<file path="src/rtl/lane_ctl_bank.sv">
module lane_ctl_bank #(
  parameter int AW = 3,
  parameter int RW = 16,
  parameter int LANES = 4,
  parameter int TW = 8
) (
  input  logic          clk,
  input  logic          rst,
  input  logic          wr_en,
  input  logic [AW-1:0] addr,
  input  logic [2*RW-1:0] wdata,
  output logic [2*RW-1:0] rdata,
  output logic          wr_err,
  input  logic [TW-1:0] tst_dout,
  output logic [LANES-1:0] lane_en,
  output logic [LANES-1:0] frc_rx,
  output logic [LANES-1:0] frc_stop,
  output logic [LANES-1:0] turn_off,
  output logic [LANES-1:0] turn_req,
  output logic [1:0]    clk_inv,
  output logic [TW-1:0] tst_din,
  output logic          tst_en,
  output logic          tst_clk,
  output logic          tst_clr
);
  localparam logic [AW-1:0] A_LANE = AW'(0);
  localparam logic [AW-1:0] A_TURN = AW'(1);
  localparam logic [AW-1:0] A_TEST = AW'(2);
  localparam logic [AW-1:0] A_STAT = AW'(3);
  localparam logic [RW-1:0] IMP_LANE = {RW{1'b1}};
  localparam logic [RW-1:0] IMP_TURN = RW'(16'h0C0F);
  localparam logic [RW-1:0] IMP_TEST = RW'((1 << (TW + 3)) - 1);

  logic [RW-1:0] r_lane, r_turn, r_test;
  logic [RW-1:0] en_bits, dat_bits;
  logic          hit_lane, hit_turn, hit_test;

  assign en_bits  = wdata[2*RW-1:RW];
  assign dat_bits = wdata[RW-1:0];
  assign hit_lane = wr_en && (addr == A_LANE);
  assign hit_turn = wr_en && (addr == A_TURN);
  assign hit_test = wr_en && (addr == A_TEST);

  always_ff @(posedge clk) begin
    if (rst) begin
      r_lane <= '0;
      r_turn <= '0;
      r_test <= '0;
      wr_err <= 1'b0;
    end else begin
      if (hit_lane) r_lane <= (r_lane & ~(en_bits & IMP_LANE)) | (dat_bits & en_bits & IMP_LANE);
      if (hit_turn) r_turn <= (r_turn & ~(en_bits & IMP_TURN)) | (dat_bits & en_bits & IMP_TURN);
      if (hit_test) r_test <= (r_test & ~(en_bits & IMP_TEST)) | (dat_bits & en_bits & IMP_TEST);
      wr_err <= wr_en && !(hit_lane || hit_turn || hit_test);
    end
  end

  always_comb begin
    rdata = '0;
    case (addr)
      A_LANE:  rdata[RW-1:0] = r_lane;
      A_TURN:  rdata[RW-1:0] = r_turn;
      A_TEST:  rdata[RW-1:0] = r_test;
      A_STAT:  rdata[TW-1:0] = tst_dout;
      default: rdata = '0;
    endcase
  end

  assign lane_en  = r_lane[LANES-1:0];
  assign frc_rx   = r_lane[2*LANES-1:LANES];
  assign frc_stop = r_lane[3*LANES-1:2*LANES];
  assign turn_off = r_lane[4*LANES-1:3*LANES];
  assign turn_req = r_turn[LANES-1:0];
  assign clk_inv  = r_turn[11:10];
  assign tst_din  = r_test[TW-1:0];
  assign tst_en   = r_test[TW];
  assign tst_clk  = r_test[TW+1];
  assign tst_clr  = r_test[TW+2];


  reset_zero_chk: assert property (@(posedge clk)
    rst |=> (r_lane == '0 && r_turn == '0 && r_test == '0 && !wr_err));


  mask_hold_chk: assert property (@(posedge clk) disable iff (rst)
    hit_lane |=> ((r_lane ^ $past(r_lane)) & ~$past(en_bits)) == '0);


  unmapped_wr_chk: assert property (@(posedge clk) disable iff (rst)
    (wr_en && addr >= A_STAT) |=> ($stable(r_lane) && $stable(r_turn) && $stable(r_test)));


  err_cause_chk: assert property (@(posedge clk) disable iff (rst)
    (!wr_en || addr < A_STAT) |=> !wr_err);
endmodule

</file>
<file path="config.mk">
export PLATFORM = sky130hd
export DESIGN_NAME = lane_ctl_bank
export DESIGN_NICKNAME = d
export VERILOG_FILES = /design/src/rtl/lane_ctl_bank.sv
export SDC_FILE = /design/constraint.sdc
export NUM_CORES = 1
export LEC_CHECK = 0
export BUFFER_PORTS_ARGS = -buffer_cell sky130_fd_sc_hd__buf_2
export CAP_MARGIN = 20
export CORE_MARGIN = 5
export CORE_UTILIZATION = 47
export CTS_BUF_LIST = sky130_fd_sc_hd__clkbuf_16
export CTS_CLUSTER_SIZE = 25
export DETAILED_ROUTE_END_ITERATION = 12
export PLACE_DENSITY_LB_ADDON = 0.3
export SYNTH_ARGS = -nofsm -noshare
export SYNTH_HDL_FRONTEND = slang
export SYNTH_SLANG_ARGS = --single-unit
</file>
<file path="constraint.sdc">
create_clock -name clk -period 3.2 [get_ports clk]
set_input_delay 0.32 -clock clk [delete_from_list [all_inputs] [get_ports clk]]
set_output_delay 0.32 -clock clk [all_outputs]
set_load 0.02 [all_outputs]
</file>
==> summary.txt <==
Status
  – Result of the run: finished clean

Global route
  – Global-route wire length before repair: 7.65 mm
  – Global Route met3 Usage: 3.83%
  – Global router's overall resource usage: 18.1%
  – Routing usage on met1: 22.0%
  – Antenna violations before repair: 0
  – Vias in the first global route: 1698
  – Pin count of the biggest net entering global routing: 46
  – Most used routing layer in global routing: met2
  – Total gr overflow: 0
  – Met2 layer usage reported by global route: 31.4%

Yosys
  – Yosys top cell by area: sky130_fd_sc_hd__dfxtp_1
  – Fraction of the yosys area taken by sequential cells: 35.7%
  – Combined area of all synthesized cells: 0.00191 mm^2
  – Total of flip-flops plus latches after synthesis: 34
  – Number of enable flip-flop cells after synthesis: 0
  – Cell types with the largest area share after synthesis: sky130_fd_sc_hd__dfxtp_1, sky130_fd_sc_hd__mux2i_1, sky130_fd_sc_hd__nand2_1, sky130_fd_sc_hd__buf_4, sky130_fd_sc_hd__mux4_2
  – Mapped Avg Cell Area: 8.79 um^2
  – Ys async rst share: 0%
  – Most common flop cell mapped by yosys: sky130_fd_sc_hd__dfxtp_1
  – Cell variety after synth: 25
  – YS warnings: 0
  – Share of the synthesized area in the top cell type: 35.7%
  – Leading post-synthesis cells by instance count: sky130_fd_sc_hd__nand2_1, sky130_fd_sc_hd__dfxtp_1, sky130_fd_sc_hd__mux2i_1, sky130_fd_sc_hd__buf_4, sky130_fd_sc_hd__nor2_1
  – Library cell with the highest instance count after synthesis: sky130_fd_sc_hd__nand2_1
  – Gate Count Post-Synth: 217

Timing
  – Hold violation total from the final report: 0
  – Setup-violating endpoint count in the final report: 0
  – Worst slew margin relative to its limit: 51.5%
  – Post-route clock period utilization: 61.1%
  – RSZ-0062 raised after global routing: false
  – Worst Skew: 0 ns
  – Final hold slack: 0.288 ns
  – Achievable Freq: 512 MHz
  – Total count of max-transition violations in the final report: 0
  – Fin Setup TNS: 0 ns
  – Transition time of the tightest slew-check pin: 0.727 ns
  – Final critical path time including I/O delays and setup: 1.95 ns

Placed design
  – Final weighted congestion in routability-driven placement: 0.759
  – Instance count after placement with tap cells included: 348
  – Detailed-placement wirelength estimate: 3.75 mm
  – Port Buf Inserts: 95

Power and ir drop
  – Clk pwr share: 43.2%
  – Leakage power figure: 0.00139 uW
  – Power Internal: 757 uW
  – Net switching component of the power: 244 uW
  – Gate power share: 13.4%
  – Total power density per cell area: 411 mW/mm^2
  – Switching share of power: 24.4%
  – Portion of total power attributed to sequential cells: 43.4%
  – Peak supply drop: 0.291 mV

Worst setup path
  – Crit path DAT: 1.63 ns
  – Critical path data required time: 2.88 ns
  – Largest fanout on the critical path: 19
  – Type of element launching the critical path: input pin
  – Nature of the critical path endpoint: output pin
  – R2R setup slack: 2.45 ns
  – Cell depth of the worst flop-to-flop path: 3
  – Crit Path Class: input pin to output pin

Floorplanning
  – Core Rows: 23
  – DIE HEIGHT: 73.7 um
  – Area of the placeable core: 0.00397 mm^2
  – Number of top-level pins: 112
  – Die ar.: 0.00543 mm^2
  – Initial core utilization: 48.0%
  – Die extent in x: 73.7 um

Clock network
  – Worst-path clk slew: 0.05 ns
  – H-tree depth: 2
  – Post-cts repair resize count: 0
  – Cell chosen for the clock root: sky130_fd_sc_hd__clkbuf_16
  – Clock tree from TritonCTS: yes
  – Number of CTS-inserted buffers: 5
  – Cts-stage hold buffer count: 0
  – Clk_lat worst skew: 0.27 ns
  – Longest Clk Path Bufs: 2
  – Number of setup buffers added after CTS: 0
  – Number of clock sinks: 34

Route
  – Via count normalized by instance count: 5.04
  – Residual antenna-violating net count after detailed routing: 0
  – Residual DRC count: 0
  – Drt wl/cell: 14.2 um
  – Final WL: 5.04 mm
  – Via count: 1793
  – Number of DRC markers after the initial detailed-route iteration: 78
  – First-pass iteration count of the detailed router: 4

Hold path
  – Hold path startpoint: wdata[15]
  – Hold Path Stages: 2
  – Min-Delay Path Class: input pin to register

Layout
  – Ant diodes: 0
  – Post-route non-filler standard cell count: 356
  – Multi-input gate area: 0.00107 mm^2
  – Share of cells above drive strength 1: 36.6%
  – Fill cell count: 373
  – Register area: 681 um^2
  – Number of nets at the end of the flow: 352
  – Layout Area Growth over Synthesis: 27.9%

Run
  – Max-cap violations: 0
[critical path, cell delays in order]
cell and delay, ns:
sky130_fd_sc_hd__buf_2 0.42, sky130_fd_sc_hd__mux4_2 0.57, sky130_fd_sc_hd__nor2b_1 0.14, sky130_fd_sc_hd__buf_2 0.17
[cells in the final DEF, fill, tap and decap left out, types with 5 or more instances in the layout]
master and n:
sky130_fd_sc_hd__nor2_1 6, sky130_fd_sc_hd__buf_2 95, sky130_fd_sc_hd__a21oi_1 5, sky130_fd_sc_hd__mux2i_1 33, sky130_fd_sc_hd__nand2_1 70, sky130_fd_sc_hd__clkbuf_16 5
sky130_fd_sc_hd__conb_1 16, sky130_fd_sc_hd__dfxtp_1 34
[worst max-delay path by stage]
| stage | start | slack (ns) | to | cells after the start |
|---|---|---|---|---|
| after floorplan | addr[0] | 1.63 | rdata[6] | 5 |
| after global placement | addr[0] | 1.18 | register | 4 |
| after detailed placement | addr[0] | 1.12 | register | 4 |
| after CTS | addr[0] | 1.25 | rdata[0] | 4 |
| after global routing | addr[0] | 1.18 | rdata[0] | 4 |
| final | addr[0] | 1.25 | rdata[1] | 4 |
[metal layers]
layer | part of all wire (%) | up-vias
met5 | 0 | -
met4 | 0.75 | 0
met3 | 8.8 | 4
met2 | 51 | 73
met1 | 39 | 839
li1 | - | 877
[power groups by stage]
stage | sequential, uW | combinational [uW] | clock, uW
floorplan | 449 | 94.1 | 0
global placement | 443 | 132 | 0
detailed placement | 443 | 134 | 0
CTS | 434 | 134 | 440
global route | 435 | 147 | 458
finish | 434 | 134 | 432
[final cells by class]
cell class              count  share of cell area [%]
well taps                  50                    2.57
flip-flops and latches     34                    27.9
repair buffers             96                    20.0
multi-input cells         168                    44.0
clock inverters             2                   0.308
clock buffers               5                    5.13
inverters                   1                   0.154
[per-stage QoR]
stage	power (uW)	utilization, %	cell area [um^2]	setup slack, ns
global route	1040	61.4	2440	1.18
floorplan	544	-	1960	1.63
finish	1000	61.4	2440	1.25
global placement	574	57.8	2290	1.18
CTS	1010	61.1	2430	1.25
detailed placement	576	57.8	2290	1.12
[cell families after synthesis]
| logic type | Yosys count | synth area share, % |
|---|---|---|
| flops | 34 | 35.7 |
| buf+inv | 30 | 11.0 |
| other cells | 1 | 0.197 |
| compound gates | 14 | 5.38 |
| mux | 41 | 24.4 |
| simple gates | 97 | 23.3 |
Power figures use the tool's default switching activity.
